<file path="src/rtl/cx_pkg.sv">
package cx_pkg;

    typedef enum logic [3:0] {
        CX_IDLE,
        CX_VEC_REQ,
        CX_VEC_TAKE,
        CX_CD_W0,
        CX_CD_W1,
        CX_CD_W2,
        CX_CD_W3,
        CX_DATA_RD,
        CX_DATA_WR,
        CX_WB_CNT,
        CX_WB_SRC,
        CX_WB_DST,
        CX_LINK
    } cx_state_t;

    // control word bit positions (descriptor word 0)
    localparam int CTL_REPEAT = 0;
    localparam int CTL_CHAIN  = 1;
    localparam int CTL_RPTIRQ = 2;
    localparam int CTL_SRCINC = 3;
    localparam int CTL_DSTINC = 4;
    localparam int SIZE_LSB   = 16;

    localparam int CNT_W      = 16;

    // word offsets inside a descriptor
    localparam int OFS_CTL    = 0;
    localparam int OFS_CNT    = 1;
    localparam int OFS_SRC    = 2;
    localparam int OFS_DST    = 3;
    localparam int DESC_WORDS = 4;

endpackage

</file>
<file path="src/rtl/cx_req_latch.sv">
module cx_req_latch #(
    parameter int NSRC = 8,
    parameter int SW   = $clog2(NSRC)
) (
    input  logic            clk,
    input  logic            rst_n,
    input  logic [NSRC-1:0] act_req,
    input  logic            en_load,
    input  logic [NSRC-1:0] en_load_val,
    input  logic            grant,
    input  logic [SW-1:0]   grant_src,
    input  logic            en_clr,
    input  logic [SW-1:0]   en_clr_src,
    output logic            pend_any,
    output logic [SW-1:0]   pick_src,
    output logic [NSRC-1:0] en_bits
);

    logic [NSRC-1:0] pend_q;
    logic [NSRC-1:0] en_q;
    logic [NSRC-1:0] grant_mask;
    logic [NSRC-1:0] clr_mask;

    for (genvar g = 0; g < NSRC; g++) begin : g_mask
        assign grant_mask[g] = grant  && (grant_src  == SW'(g));
        assign clr_mask[g]   = en_clr && (en_clr_src == SW'(g));
    end

    always_ff @(posedge clk or negedge rst_n) begin
        if (!rst_n) begin
            pend_q <= '0;
            en_q   <= '0;
        end else begin
            pend_q <= (pend_q & ~grant_mask) | (act_req & en_q);
            if (en_load) begin
                en_q <= en_load_val;
            end else begin
                en_q <= en_q & ~clr_mask;
            end
        end
    end

    // lowest-numbered pending source wins
    always_comb begin
        pick_src = '0;
        for (int i = NSRC - 1; i >= 0; i--) begin
            if (pend_q[i]) begin
                pick_src = SW'(i);
            end
        end
    end

    assign pend_any = |pend_q;
    assign en_bits  = en_q;

endmodule

</file>
<file path="src/rtl/cx_desc_step.sv">
module cx_desc_step #(
    parameter int AW    = 8,
    parameter int CNT_W = 16
) (
    input  logic             rep,
    input  logic             rpt_irq,
    input  logic             src_inc,
    input  logic             dst_inc,
    input  logic [CNT_W-1:0] size,
    input  logic [CNT_W-1:0] cnt,
    input  logic [AW-1:0]    sa,
    input  logic [AW-1:0]    da,
    output logic [CNT_W-1:0] cnt_n,
    output logic [AW-1:0]    sa_n,
    output logic [AW-1:0]    da_n,
    output logic             expire
);

    logic last;
    logic wrap;
    logic [AW-1:0] sa_step;
    logic [AW-1:0] da_step;
    logic [AW-1:0] sa_rewind;
    logic [AW-1:0] da_rewind;

    assign last      = (cnt == CNT_W'(1));
    assign wrap      = rep && last;
    assign sa_step   = sa + AW'(1);
    assign da_step   = da + AW'(1);
    assign sa_rewind = sa + AW'(1) - AW'(size);
    assign da_rewind = da + AW'(1) - AW'(size);

    always_comb begin
        cnt_n  = wrap ? size : (cnt - CNT_W'(1));
        sa_n   = sa;
        da_n   = da;
        if (src_inc) begin
            sa_n = wrap ? sa_rewind : sa_step;
        end
        if (dst_inc) begin
            da_n = wrap ? da_rewind : da_step;
        end
        expire = last && (!rep || rpt_irq);
    end

endmodule

</file>
<file path="src/rtl/cx_seq_fsm.sv">
module cx_seq_fsm
    import cx_pkg::*;
#(
    parameter int              NSRC      = 8,
    parameter int              SW        = $clog2(NSRC),
    parameter int              AW        = 8,
    parameter int              DW        = 32,
    parameter int              NDESC     = 24,
    parameter int              IW        = $clog2(NDESC),
    parameter int              VEC_BASE  = 0,
    parameter int              DESC_BASE = 8,
    parameter logic [NSRC-1:0] FLAG_MASK = '0
) (
    input  logic             clk,
    input  logic             rst_n,
    input  logic             pend_any,
    input  logic [SW-1:0]    pick_src,
    input  logic             nmi_flag,
    input  logic [DW-1:0]    mem_rdata,
    input  logic [CNT_W-1:0] cnt_n,
    input  logic [AW-1:0]    sa_n,
    input  logic [AW-1:0]    da_n,
    input  logic             expire,
    output cx_state_t        state,
    output logic             grant,
    output logic [SW-1:0]    cur_src,
    output logic             rep,
    output logic             rpt_irq,
    output logic             src_inc,
    output logic             dst_inc,
    output logic [CNT_W-1:0] size,
    output logic [CNT_W-1:0] cnt,
    output logic [AW-1:0]    sa,
    output logic [AW-1:0]    da,
    output logic             mem_req,
    output logic             mem_we,
    output logic [AW-1:0]    mem_addr,
    output logic [DW-1:0]    mem_wdata,
    output logic             busy,
    output logic             irq,
    output logic             flag_clr
);

    cx_state_t        state_q, state_d;
    logic [SW-1:0]    src_q;
    logic [IW-1:0]    idx_q;
    logic             rep_q, chain_q, rirq_q, sinc_q, dinc_q;
    logic [CNT_W-1:0] size_q, cnt_q;
    logic [AW-1:0]    sa_q, da_q;
    logic             exp_q;
    logic [AW-1:0]    desc_at;
    logic             vec_ok;
    logic             follow;

    assign desc_at = AW'(DESC_BASE) + AW'({idx_q, 2'b00});
    assign vec_ok  = mem_rdata[IW-1:0] < IW'(NDESC);
    assign follow  = chain_q && !nmi_flag && (idx_q != IW'(NDESC - 1));

    // next-state logic
    always_comb begin
        state_d = state_q;
        unique case (state_q)
            CX_IDLE:     if (pend_any) state_d = CX_VEC_REQ;
            CX_VEC_REQ:  state_d = CX_VEC_TAKE;
            CX_VEC_TAKE: state_d = vec_ok ? CX_CD_W0 : CX_IDLE;
            CX_CD_W0:    state_d = CX_CD_W1;
            CX_CD_W1:    state_d = CX_CD_W2;
            CX_CD_W2:    state_d = CX_CD_W3;
            CX_CD_W3:    state_d = CX_DATA_RD;
            CX_DATA_RD:  state_d = CX_DATA_WR;
            CX_DATA_WR:  state_d = CX_WB_CNT;
            CX_WB_CNT:   state_d = CX_WB_SRC;
            CX_WB_SRC:   state_d = CX_WB_DST;
            CX_WB_DST:   state_d = CX_LINK;
            CX_LINK:     state_d = follow ? CX_CD_W0 : CX_IDLE;
            default:     state_d = CX_IDLE;
        endcase
    end

    // state register and sequence data
    always_ff @(posedge clk or negedge rst_n) begin
        if (!rst_n) begin
            state_q <= CX_IDLE;
            src_q   <= '0;
            idx_q   <= '0;
            rep_q   <= 1'b0;
            chain_q <= 1'b0;
            rirq_q  <= 1'b0;
            sinc_q  <= 1'b0;
            dinc_q  <= 1'b0;
            size_q  <= '0;
            cnt_q   <= '0;
            sa_q    <= '0;
            da_q    <= '0;
            exp_q   <= 1'b0;
        end else begin
            state_q <= state_d;
            unique case (state_q)
                CX_IDLE: begin
                    if (pend_any) src_q <= pick_src;
                end
                CX_VEC_TAKE: idx_q <= mem_rdata[IW-1:0];
                CX_CD_W1: begin
                    rep_q   <= mem_rdata[CTL_REPEAT];
                    chain_q <= mem_rdata[CTL_CHAIN];
                    rirq_q  <= mem_rdata[CTL_RPTIRQ];
                    sinc_q  <= mem_rdata[CTL_SRCINC];
                    dinc_q  <= mem_rdata[CTL_DSTINC];
                    size_q  <= mem_rdata[SIZE_LSB +: CNT_W];
                end
                CX_CD_W2:   cnt_q <= mem_rdata[CNT_W-1:0];
                CX_CD_W3:   sa_q  <= mem_rdata[AW-1:0];
                CX_DATA_RD: da_q  <= mem_rdata[AW-1:0];
                CX_DATA_WR: begin
                    cnt_q <= cnt_n;
                    sa_q  <= sa_n;
                    da_q  <= da_n;
                    exp_q <= expire;
                end
                CX_LINK: begin
                    if (follow) idx_q <= idx_q + IW'(1);
                end
                default: ;
            endcase
        end
    end

    // outputs
    always_comb begin
        mem_req   = 1'b0;
        mem_we    = 1'b0;
        mem_addr  = '0;
        mem_wdata = '0;
        unique case (state_q)
            CX_VEC_REQ: begin
                mem_req  = 1'b1;
                mem_addr = AW'(VEC_BASE) + AW'(src_q);
            end
            CX_CD_W0: begin
                mem_req  = 1'b1;
                mem_addr = desc_at + AW'(OFS_CTL);
            end
            CX_CD_W1: begin
                mem_req  = 1'b1;
                mem_addr = desc_at + AW'(OFS_CNT);
            end
            CX_CD_W2: begin
                mem_req  = 1'b1;
                mem_addr = desc_at + AW'(OFS_SRC);
            end
            CX_CD_W3: begin
                mem_req  = 1'b1;
                mem_addr = desc_at + AW'(OFS_DST);
            end
            CX_DATA_RD: begin
                mem_req  = 1'b1;
                mem_addr = sa_q;
            end
            CX_DATA_WR: begin
                mem_req   = 1'b1;
                mem_we    = 1'b1;
                mem_addr  = da_q;
                mem_wdata = mem_rdata;
            end
            CX_WB_CNT: begin
                mem_req   = 1'b1;
                mem_we    = 1'b1;
                mem_addr  = desc_at + AW'(OFS_CNT);
                mem_wdata = DW'(cnt_q);
            end
            CX_WB_SRC: begin
                mem_req   = 1'b1;
                mem_we    = 1'b1;
                mem_addr  = desc_at + AW'(OFS_SRC);
                mem_wdata = DW'(sa_q);
            end
            CX_WB_DST: begin
                mem_req   = 1'b1;
                mem_we    = 1'b1;
                mem_addr  = desc_at + AW'(OFS_DST);
                mem_wdata = DW'(da_q);
            end
            default: ;
        endcase
    end

    assign state    = state_q;
    assign grant    = (state_q == CX_IDLE) && pend_any;
    assign cur_src  = src_q;
    assign busy     = (state_q != CX_IDLE);
    assign irq      = (state_q == CX_WB_CNT) && exp_q;
    assign flag_clr = (state_q == CX_VEC_REQ) && FLAG_MASK[src_q];
    assign rep      = rep_q;
    assign rpt_irq  = rirq_q;
    assign src_inc  = sinc_q;
    assign dst_inc  = dinc_q;
    assign size     = size_q;
    assign cnt      = cnt_q;
    assign sa       = sa_q;
    assign da       = da_q;

endmodule

</file>
<file path="src/rtl/chain_xfer_ctrl.sv">
module chain_xfer_ctrl
    import cx_pkg::*;
#(
    parameter int              NSRC      = 8,
    parameter int              AW        = 8,
    parameter int              DW        = 32,
    parameter int              NDESC     = 24,
    parameter int              VEC_BASE  = 0,
    parameter int              DESC_BASE = 8,
    parameter logic [NSRC-1:0] FLAG_MASK = 8'h30
) (
    input  logic                    clk,
    input  logic                    rst_n,
    input  logic [NSRC-1:0]         act_req,
    input  logic                    en_load,
    input  logic [NSRC-1:0]         en_load_val,
    output logic [NSRC-1:0]         en_bits,
    input  logic                    nmi_flag,
    output logic                    busy,
    output logic                    mem_req,
    output logic                    mem_we,
    output logic [AW-1:0]           mem_addr,
    output logic [DW-1:0]           mem_wdata,
    input  logic [DW-1:0]           mem_rdata,
    output logic                    irq,
    output logic [$clog2(NSRC)-1:0] irq_src,
    output logic                    flag_clr,
    output logic [$clog2(NSRC)-1:0] flag_clr_src
);

    localparam int SW = $clog2(NSRC);
    localparam int IW = $clog2(NDESC);

    cx_state_t        seq_state;
    logic             pend_any, grant;
    logic [SW-1:0]    pick_src, cur_src;
    logic             rep, rpt_irq, src_inc, dst_inc, expire;
    logic [CNT_W-1:0] size, cnt, cnt_n;
    logic [AW-1:0]    sa, da, sa_n, da_n;

    cx_req_latch #(.NSRC(NSRC), .SW(SW)) u_req (
        .clk         (clk),
        .rst_n       (rst_n),
        .act_req     (act_req),
        .en_load     (en_load),
        .en_load_val (en_load_val),
        .grant       (grant),
        .grant_src   (pick_src),
        .en_clr      (irq),
        .en_clr_src  (cur_src),
        .pend_any    (pend_any),
        .pick_src    (pick_src),
        .en_bits     (en_bits)
    );

    cx_desc_step #(.AW(AW), .CNT_W(CNT_W)) u_step (
        .rep     (rep),
        .rpt_irq (rpt_irq),
        .src_inc (src_inc),
        .dst_inc (dst_inc),
        .size    (size),
        .cnt     (cnt),
        .sa      (sa),
        .da      (da),
        .cnt_n   (cnt_n),
        .sa_n    (sa_n),
        .da_n    (da_n),
        .expire  (expire)
    );

    cx_seq_fsm #(
        .NSRC(NSRC), .SW(SW), .AW(AW), .DW(DW), .NDESC(NDESC), .IW(IW),
        .VEC_BASE(VEC_BASE), .DESC_BASE(DESC_BASE), .FLAG_MASK(FLAG_MASK)
    ) u_fsm (
        .clk       (clk),
        .rst_n     (rst_n),
        .pend_any  (pend_any),
        .pick_src  (pick_src),
        .nmi_flag  (nmi_flag),
        .mem_rdata (mem_rdata),
        .cnt_n     (cnt_n),
        .sa_n      (sa_n),
        .da_n      (da_n),
        .expire    (expire),
        .state     (seq_state),
        .grant     (grant),
        .cur_src   (cur_src),
        .rep       (rep),
        .rpt_irq   (rpt_irq),
        .src_inc   (src_inc),
        .dst_inc   (dst_inc),
        .size      (size),
        .cnt       (cnt),
        .sa        (sa),
        .da        (da),
        .mem_req   (mem_req),
        .mem_we    (mem_we),
        .mem_addr  (mem_addr),
        .mem_wdata (mem_wdata),
        .busy      (busy),
        .irq       (irq),
        .flag_clr  (flag_clr)
    );

    assign irq_src      = cur_src;
    assign flag_clr_src = cur_src;

endmodule

</file>
<file path="config.mk">
export PLATFORM = sky130hd
export DESIGN_NAME = chain_xfer_ctrl
export DESIGN_NICKNAME = d
export VERILOG_FILES = /design/src/rtl/cx_pkg.sv /design/src/rtl/cx_req_latch.sv /design/src/rtl/cx_desc_step.sv /design/src/rtl/cx_seq_fsm.sv /design/src/rtl/chain_xfer_ctrl.sv
export SDC_FILE = /design/constraint.sdc
export NUM_CORES = 1
export LEC_CHECK = 0
export ABC_AREA = 1
export CAP_MARGIN = 25
export CORE_MARGIN = 4
export CORE_UTILIZATION = 39
export DETAILED_ROUTE_END_ITERATION = 10
export GPL_ROUTABILITY_DRIVEN = 1
export GPL_TIMING_DRIVEN = 0
export HOLD_SLACK_MARGIN = 0.05
export PLACE_DENSITY = 0.73
export SYNTH_ARGS = -nofsm -noshare
export SYNTH_HDL_FRONTEND = slang
export SYNTH_SLANG_ARGS = --single-unit
</file>
<file path="constraint.sdc">
create_clock -name clk -period 3.2 [get_ports clk]
set_input_delay 0.32 -clock clk [delete_from_list [all_inputs] [get_ports clk]]
set_output_delay 0.32 -clock clk [all_outputs]
set_load 0.01 [all_outputs]
</file>
; ---- Yosys cells after proc, flatten, opt, wreduce, memory -nomap -nowiden
; Memory sizes are Yosys's and may differ from the RTL's.
; Index checks and enable logic that the tools add are counted.
[totals]
out_inout_bits = 59
ff_bits = 82
in_bits = 52
n_memories = 1
mem_bits_ro = 8
[op_classes]
mux = 28
reduce_logical = 44
n_lt_le_gt_ge = 2
add_sub_neg = 10
n_eq_ne = 32
bitwise_logic = 6
[mem_list]
columns = name, depth, width, rd, rd_ports_with_merged_regs, wr, line
row1 = (name not given), 8, 1, 1, 0, 0, cx_seq_fsm.sv:192  ; assign flag_clr = (state_q == CX_VEC_REQ) && FLAG_MASK[src_q];
[op_table]
columns = op, n
row1 = 32-bit case mux with 4 select lines, 1
row2 = 8-bit case mux with 7 select lines, 1
row3 = 4-bit case mux with 13 select lines, 1
row4 = 8-bit 2-to-1 mux, 5
row5 = 16-bit case mux with 2 select lines, 1
row6 = 8-bit case mux with 2 select lines, 2
row7 = 8-bit by 1-bit adder with 8-bit output (second input constant), 3
row8 = 8-bit bitwise AND, 3
row9 = 3-bit == test (second input constant), 8
row10 = 3-bit 2-to-1 mux, 8
row11 = 1-bit logical AND, 23
row12 = 4-bit == test (second input constant), 5
row13 = 8-bit by 2-bit adder with 8-bit output (second input constant), 2
row14 = 16-bit by 1-bit == test with 1-bit output (second input constant), 1
row15 = 4-bit by 3-bit == test with 1-bit output (second input constant), 4
row16 = 16-bit 2-to-1 mux, 1
row17 = 8-bit NOT, 2
row18 = 16-bit by 1-bit subtractor with 16-bit output (second input constant), 1
row19 = 8-bit subtractor, 2
row20 = 3-bit by 2-bit == test with 1-bit output (second input constant), 4
row21 = 5-bit case mux with 2 select lines, 1
row22 = 10-bit OR reduction, 1
row23 = 4-bit by 7-bit adder with 8-bit output (first input constant), 1
row24 = 4-bit by 2-bit == test with 1-bit output (second input constant), 2
row25 = other kinds (22), 39

; ---- Longest topological paths before layout
; Gate-level depths: netlist of the first run.
[depth]
word_depth = 13
ltp_mapped = 17
depth_no_buf = 17

; ---- Hierarchy
; A second synthesis of the first run with hierarchy kept.
[hier_totals]
cells_unflattened = 985
hier_area_um2 = 6461.2
[modules_own_cells]
columns = module, area_per_inst_um2, seq_area_each_um2, n_inst, cells_each
row1 = cx_seq_fsm, 3744.8, 1651.6, 1, 507
row2 = cx_desc_step, 1885.6, 0.0, 1, 361
row3 = cx_req_latch, 808.3, 400.4, 1, 114
row4 = chain_xfer_ctrl, 22.5, 0.0, 1, 3

; ---- Worst setup path after synthesis of the first run
; No wires, ideal clock.
[synth_path]
path_kind = register -> register
startpoint = reg u_fsm.da_q[0], in the netlist u_fsm.da[0]
endpoint = reg u_fsm.da_q[7], in the netlist u_fsm.da[7]
stages_incl_launch_ff = 17
path_slack_ns = 1.030
synth_period_minus_slack_ns = 2.170
arrival_time_ns = 2.093
n_path_buf = 0
cell_sequence = dfrtp_1 > ha_1 > nand3_1 > nor3b_1 > nand2_1 > nand2_1 > inv_1 > ha_1 > nand2_1 > inv_1 > a21oi_1 > nand2_1 > nand2_1 > nand3_1 > nand2_1 > nand3_1 > a21oi_1
[synth_via]
elab_chain_len = 5
[synth_rtl]
columns = item, line
row1 = from (decl), cx_seq_fsm.sv:49  ; logic [AW-1:0] sa_q, da_q;
row2 = from (signal assigned), cx_seq_fsm.sv:113  ; CX_DATA_RD: da_q <= mem_rdata[AW-1:0];
row3 = from (signal assigned), cx_seq_fsm.sv:117  ; da_q <= da_n;
row4 = 8-bit by 1-bit adder with 8-bit output *, "cx_desc_step.sv:29, cx_desc_step.sv:31"
row5 = 8-bit subtractor, cx_desc_step.sv:31  ; assign da_rewind = da + AW'(1) - AW'(size);
row6 = 8-bit 2-to-1 mux *, cx_desc_step.sv:41  ; da_n = wrap ? da_rewind : da_step;
row7 = 8-bit 2-to-1 mux *, cx_desc_step.sv:40  ; if (dst_inc) begin
row8 = 8-bit case mux with 2 select lines *, cx_seq_fsm.sv:98  ; unique case (state_q)
; Every way passes the cells marked *; elsewhere a longest branch is shown, timed or not. The select of a mux whose other input is x is not followed.
; A chain may end at the register's enable or synchronous reset.

; ---- Worst setup path in the final report of the first run
[layout_path]
startpoint = reg u_fsm.state_q[2], in the netlist u_fsm.state[2]
endpoint = out mem_addr[3]
[layout_via]
elab_chain_len = 3
elab_cells_between_ends = 14
cone_classes = 10 x eq/ne / 1 x mux / 3 x reduce/logical
[layout_rtl]
columns = item, line
row1 = from (decl), cx_seq_fsm.sv:44  ; cx_state_t state_q, state_d;
row2 = from (signal assigned), cx_seq_fsm.sv:97  ; state_q <= state_d;
row3 = 4-bit by 3-bit == test with 1-bit output or 4-bit == test (tied branches), cx_seq_fsm.sv:134  ; unique case (state_q)
row4 = 2-bit OR reduction (no line), --
row5 = 8-bit case mux with 7 select lines *, cx_seq_fsm.sv:134
row6 = to (decl), chain_xfer_ctrl.sv:22  ; output logic [AW-1:0] mem_addr,
; Every way passes the cells marked *; elsewhere a longest branch is shown, timed or not.

==> results of run 1 <==
[area by class of cell]
class / instances / area, um2 / share of cell area
Inverter: 136 / 510 / 0.0664
Tap cell: 188 / 235 / 0.0306
Clock inverter: 4 / 51.3 / 0.00667
Buffer: 31 / 201 / 0.0262
Multi-Input combinational cell: 624 / 3270 / 0.425
Clock buffer: 12 / 246 / 0.0320
Timing Repair Buffer: 111 / 1130 / 0.146
Sequential cell: 82 / 2050 / 0.267
[state kept, by name (all words and copies together), names as in the netlist]
register,count
u_fsm.cnt,16
u_fsm.exp_q,1
u_fsm.cur_src,3
u_fsm.src_inc,1
u_fsm.rep,1
u_fsm.size,16
u_fsm.state,4
u_fsm.sa,8
u_fsm.chain_q,1
u_fsm.rpt_irq,1
u_fsm.dst_inc,1
u_req.en_bits,8
u_req.pend_q,8
u_fsm.da,8
u_fsm.idx_q,5
[power breakdown]
part	total [mW]	internal [mW]	switching [mW]
Combinational	4.58	1.84	2.74
Sequential	1.91	1.46	0.453
Clock	1.07	0.627	0.439
[cells by family (layout without fill, tap and decap cells)]
kind of cell | Yosys count | count (layout) | share of synthesized area
AOI/OAI and AO/OA | 173 | 173 | 0.168
xor gates and xnor gates | 24 | 24 | 0.0349
adders and majority gates | 24 | 24 | 0.0523
buffers and inverters | 167 | 294 | 0.118
DFF | 82 | 82 | 0.340
and+or+nand+nor | 403 | 403 | 0.286
[stage by stage]
stage	TNS (ps)	power [mW]	util
final	0	7.56	0.508
after floorplan	0	4.93	-
after global placement	-106480	6.32	0.486
after detailed placement	0	6.40	0.487
after global routing	0	8.26	0.508
after CTS	0	7.52	0.508
[cells in the mapped netlist (all sizes together), types with 4 or more instances]
library cell	instances	area, um2
o21ai	76	395
nor2	108	474
a22oi	4	30.0
xnor2	6	52.6
ha	22	275
xor2	18	158
a21oi	37	185
clkbuf	7	26.3
nand4	14	87.6
o211ai	13	97.6
inv	136	510
nand2	214	816
buf	24	175
dfrtp	82	2050
nand3	58	290
o22ai	12	75.1
a31oi	15	93.8
[tightest hold or removal path, stage by stage]
cell and delay, ps:
clkbuf_1 170, nand2_1 90, nand2_1 50
[per-layer routing]
layer  global-route usage  part of all wire
met5                    0                 0
met2                0.344              0.45
met4               0.0918             0.035
met1                0.325              0.43
met3               0.0500             0.087
[worst min path at each step]
stage                              start                    endpoint  slack, ps  depth (start not counted)
6_report                         en_load  u_req.en_bits[4]$_DFF_PN0_        330                          3
5_1_grt                          en_load  u_req.en_bits[0]$_DFF_PN0_        390                          3
4_1_cts                          en_load  u_req.en_bits[4]$_DFF_PN0_        330                          3
3_5_place_dp                       rst_n   u_req.pend_q[7]$_DFF_PN0_        280                          1
3_3_place_gp   u_fsm.src_inc$_DFFE_PN0P_   u_fsm.src_inc$_DFFE_PN0P_        470                          2
2_1_floorplan                      rst_n   u_fsm.chain_q$_DFFE_PN0P_         20                          0
[what timing repair did]
item / 4_1_cts / 5_1_grt
setup endpoints to repair: 0 / 1
hold buffers: 1 / 0
hold endpoints to repair: 29 / 0
gates resized for setup: 0 / 1
==> run metrics, run 1 <==
cell count of the worst reg-to-reg path=16; Max-Cap Viols=0; R2R setup slack=570 ps; Num CTS Buffers=9; GR Util All Layers=0.230; drt wl/cell=17.0 um; final setup margin=156 ps; htree depth=3; clock buffer depth=2; row cnt=45; Setup crit end kind=primary output; headroom to the max-slew limit=0.507; hpwl dp=15600 um; Clock Skew=9.08 ps; routed vias=6340; IO buf count=109; fin nets=1071; initial core utilization=0.398; period utilization=0.951; Seq/Total Area, Yosys=0.340; Power Density=983 mW/mm2; count of final setup violators=0; chip height=132 um; TritonCTS clock tree=built; Area growth, synth to finish=27.6%; HP Class=in -> reg; Clock transition at path regs=60 ps; Hold WS=326 ps; Die Width=132 um; prevailing post-synth register cell=dfrtp_1; Post-Synthesis Cells=873; Synth Area per Inst=6.91 um2; crit path from=u_fsm.state[2]$_DFFE_PN0P_; Reg2Reg Capture Point=u_fsm.sa[7]$_DFFE_PN0P_; Die ar.=0.0175 mm2; commonest non-fill, non-tap cell in the layout=nand2_1; Boundary Pins=111; vias in the first global route=6099; critical path type=reg -> out; Antenna Nets Post-Route=0; clk_lat worst skew=350 ps; worst vdd ir=0.569 mV; Slowest-stage cell, CP=clkdlybuf4s50_1; CP Max Fanout=10; Final Hold Viols=0; vias per cell=5.34; Worst Tran Pin Value=740 ps; Worst EP required=2880 ps; share of layout cells above drive strength 1=0.0660; crit path to=mem_addr[3]; TritonCTS Sinks=82; asr flop ratio synth=1.00; worst flop-to-flop path startpoint=u_fsm.sa[0]$_DFFE_PN0P_; drt drc=0; placed inst area=0.00738 mm2; Synthesis Warnings=0; post-placement cell count=1171; RSZ-0062 raised after global routing=false; Post-synth EDFFs=0; synthesized area=0.00603 mm2; fillers=1523; max-slew violations=0; worst slack at placement=495 ps; Non-Filler Instances=1188; Crit path depth=8; final wirelength=20100 um; Placer Congestion=0.940; core box area=0.0151 mm2; Period minus WS final=3040 ps; first-pass GRT wire length=32300 um; crit path launch type=flip-flop; clk root buf=clkbuf_16; Leak Pwr=3.65 nW; setup repair bufs after CTS=0; synthesized flop and latch total=82; Starting DRT DRC Count=630; gr ovfl total=0; Fmax=329 MHz; status=finished clean; initial antenna violation count=0; Worst EP arrival=2720 ps; max incr delay on CP=580 ps; Crit path max-delay family=buffers and inverters; # diodes=0; CP Cell Sequence=inv_2 > nand2_2 > nor2_2 > buf_4 > clkbuf_1 > nand2_1 > o211ai_1 > clkdlybuf4s50_1; commonest non-fill, non-tap cells in the layout=211 x nand2_1, 130 x inv_1, 108 x clkdlybuf4s50_1, 94 x nor2_1, 82 x dfrtp_1; post-route cell area=0.00769 mm2; Syn Nets=949; router iterations before antenna repair=6; synth unique cells=43; WP buf/inv=4; largest net degree at the start of global routing=54
Power figures use the tool's default switching activity.
==> run 2: changes to the inputs <==
--- a/config.mk
+++ b/config.mk
@@ -7,6 +7,7 @@
 export LEC_CHECK = 0
 export ABC_AREA = 1
 export CAP_MARGIN = 25
+export CORE_ASPECT_RATIO = 0.8
 export CORE_MARGIN = 4
 export CORE_UTILIZATION = 39
 export DETAILED_ROUTE_END_ITERATION = 10
==> run 2 against run 1 <==
  * First-iteration DRC count rose by 21%
  * Final cell count rose by 1.7%
  * Flip-flop and latch count stayed put
  * Total power decreased by 1.1%
  * Fmax barely moved
  * Critical endpoint is now mem_wdata[0]
==> run metrics, run 2 (synthesis results as in run 1) <==
status=finished clean (unchanged); Clock Skew=8.44 ps (was 9.08 ps); clk_lat worst skew=350 ps (about the same); chip height=119 um (was 132 um); vias per cell=5.29 (was 5.34); max incr delay on CP=610 ps (was 580 ps); TritonCTS Sinks=82 (unchanged); crit path launch type=flip-flop (unchanged); initial antenna violation count=0 (unchanged); first-pass GRT wire length=31900 um (was 32300 um); Area growth, synth to finish=27.7% (was 27.6%); final setup margin=159 ps (was 156 ps); initial core utilization=0.400 (was 0.398); Placer Congestion=0.992 (was 0.940); hpwl dp=15800 um (was 15600 um); commonest non-fill, non-tap cells in the layout=211 x nand2_1, 130 x inv_1, 108 x clkdlybuf4s50_1, 94 x nor2_1, 82 x dfrtp_1 (unchanged); htree depth=3 (unchanged); CP Cell Sequence=nand2_2 > nor2_2 > inv_1 > buf_2 > o22ai_1 > a21oi_1 > o21ai_0 > clkdlybuf4s50_1 (was inv_2 > nand2_2 > nor2_2 > buf_4 > clkbuf_1 > nand2_1 > o211ai_1 > clkdlybuf4s50_1); Pwr Total=7.47 mW (was 7.56 mW); critical path type=reg -> out (unchanged); Num CTS Buffers=9 (unchanged); Max-Cap Viols=0 (unchanged); largest net degree at the start of global routing=60 (was 54); period utilization=0.950 (was 0.951); clk root buf=clkbuf_16 (unchanged); gr ovfl total=0 (unchanged); # diodes=0 (unchanged); Setup crit end kind=primary output (unchanged); Fmax=329 MHz (about the same); GR Util All Layers=0.230 (about the same); fillers=1460 (was 1523); Worst Tran Pin Value=749 ps (was 740 ps); Die Width=147 um (was 132 um); Clock transition at path regs=60 ps (about the same); HP Class=in -> reg (unchanged); Power Density=971 mW/mm2 (was 983 mW/mm2); routed vias=6387 (was 6340); Worst EP required=2880 ps (about the same); drt wl/cell=16.7 um (was 17.0 um); router iterations before antenna repair=6 (unchanged); drt drc=0 (unchanged); CP Max Fanout=10 (unchanged); Boundary Pins=111 (unchanged); share of layout cells above drive strength 1=0.0681 (was 0.0660); area of the multi-input gates=0.00327 mm2 (about the same); placed inst area=0.00741 mm2 (was 0.00738 mm2); Worst EP arrival=2720 ps (about the same); Antenna Nets Post-Route=0 (unchanged); core box area=0.0151 mm2 (about the same); setup repair bufs after CTS=0 (unchanged); max-slew violations=0 (unchanged); Period minus WS final=3040 ps (about the same); FF/Latch Area=0.00205 mm2 (unchanged); final wirelength=20200 um (was 20100 um); RSZ-0062 raised after global routing=false (unchanged); commonest non-fill, non-tap cell in the layout=nand2_1 (unchanged); fin nets=1070 (was 1071); Final Hold Viols=0 (unchanged); headroom to the max-slew limit=0.499 (was 0.507); post-route cell area=0.00770 mm2 (was 0.00769 mm2); IO buf count=109 (unchanged); vias in the first global route=5855 (was 6099); clock buffer depth=2 (unchanged); Leak Pwr=3.64 nW (was 3.65 nW); Slowest-stage cell, CP=clkdlybuf4s50_1 (unchanged); TritonCTS clock tree=built (unchanged); Die ar.=0.0175 mm2 (about the same); count of final setup violators=0 (unchanged); worst slack at placement=524 ps (was 495 ps); Starting DRT DRC Count=763 (was 630); row cnt=40 (was 45); worst vdd ir=0.561 mV (was 0.569 mV)
==> run 2: cell types whose count changed in the layout (fill, tap and decap cells not counted), sizes merged <==
cell    delta
clkinv     +1
bufinv     -1
clkbuf     -3
inv        +1
==> run 2: timing repair <==
| action | CTS | global route |
|---|---|---|
| hold endpoints to repair | 23 | 0 |
| hold buffers | 1 | 0 |
| endpoints found under the setup margin | 0 | 2 |
| gates resized for setup | 0 | 1 |
==> run 2: cell type report <==
cell class | count | area share
Clock buffer | 10 | 0.0310
Clock inverter | 5 | 0.00504
Sequential cell | 82 | 0.267
Buffer | 30 | 0.0257
Tap cell | 210 | 0.0341
Inverter | 136 | 0.0663
Multi-Input combinational cell | 624 | 0.425
Timing Repair Buffer | 111 | 0.146
==> run 2: worst paths after layout <==
path | slack, ps | from | depth (start not counted) | end
max | 160 | u_fsm.state[3]$_DFFE_PN0P_ | 8 | mem_wdata[0]
min | 350 | en_load | 3 | u_req.en_bits[7]$_DFF_PN0_
max reg2reg | 460 | u_fsm.da[0]$_DFFE_PN0P_ | 16 | u_fsm.da[7]$_DFFE_PN0P_
min reg2reg | 500 | u_fsm.size[15]$_DFFE_PN0P_ | 2 | u_fsm.size[15]$_DFFE_PN0P_
max in group asynchronous | 2140 | rst_n | 3 | u_fsm.da[2]$_DFFE_PN0P_
min in group asynchronous | 440 | rst_n | 2 | u_fsm.cnt[8]$_DFFE_PN0P_
==> run 2: critical path, delay by kind of cell (launching register included) <==
kind | cells | cell delay [ps]
buf+inv | 3 | 1070
simple gates | 2 | 450
flops | 1 | 440
compound gates | 3 | 410
==> run 2: per-layer routing <==
layer / track usage / vias up / part of all wire
li1: - / 3079 / -
met1: 0.352 / 2959 / 0.47
met2: 0.325 / 321 / 0.41
met3: 0.0639 / 28 / 0.11
met4: 0.0442 / 0 / 0.012
met5: 0 / - / 0
==> run 2: power by group <==
| part | internal, mW | switching, mW | total [mW] |
|---|---|---|---|
| logic | 1.84 | 2.72 | 4.56 |
| clock network | 0.547 | 0.447 | 0.994 |
| registers | 1.46 | 0.468 | 1.92 |
==> run 2: stage by stage <==
stage	utilization	hold slack [ps]	cells	setup TNS, ps
2_1_floorplan	-	24.4	873	0
3_3_place_gp	0.490	470	1192	-106400
3_5_place_dp	0.492	262	1193	0
4_1_cts	0.511	341	1209	0
5_1_grt	0.511	369	1208	0
6_report	0.511	346	1208	0
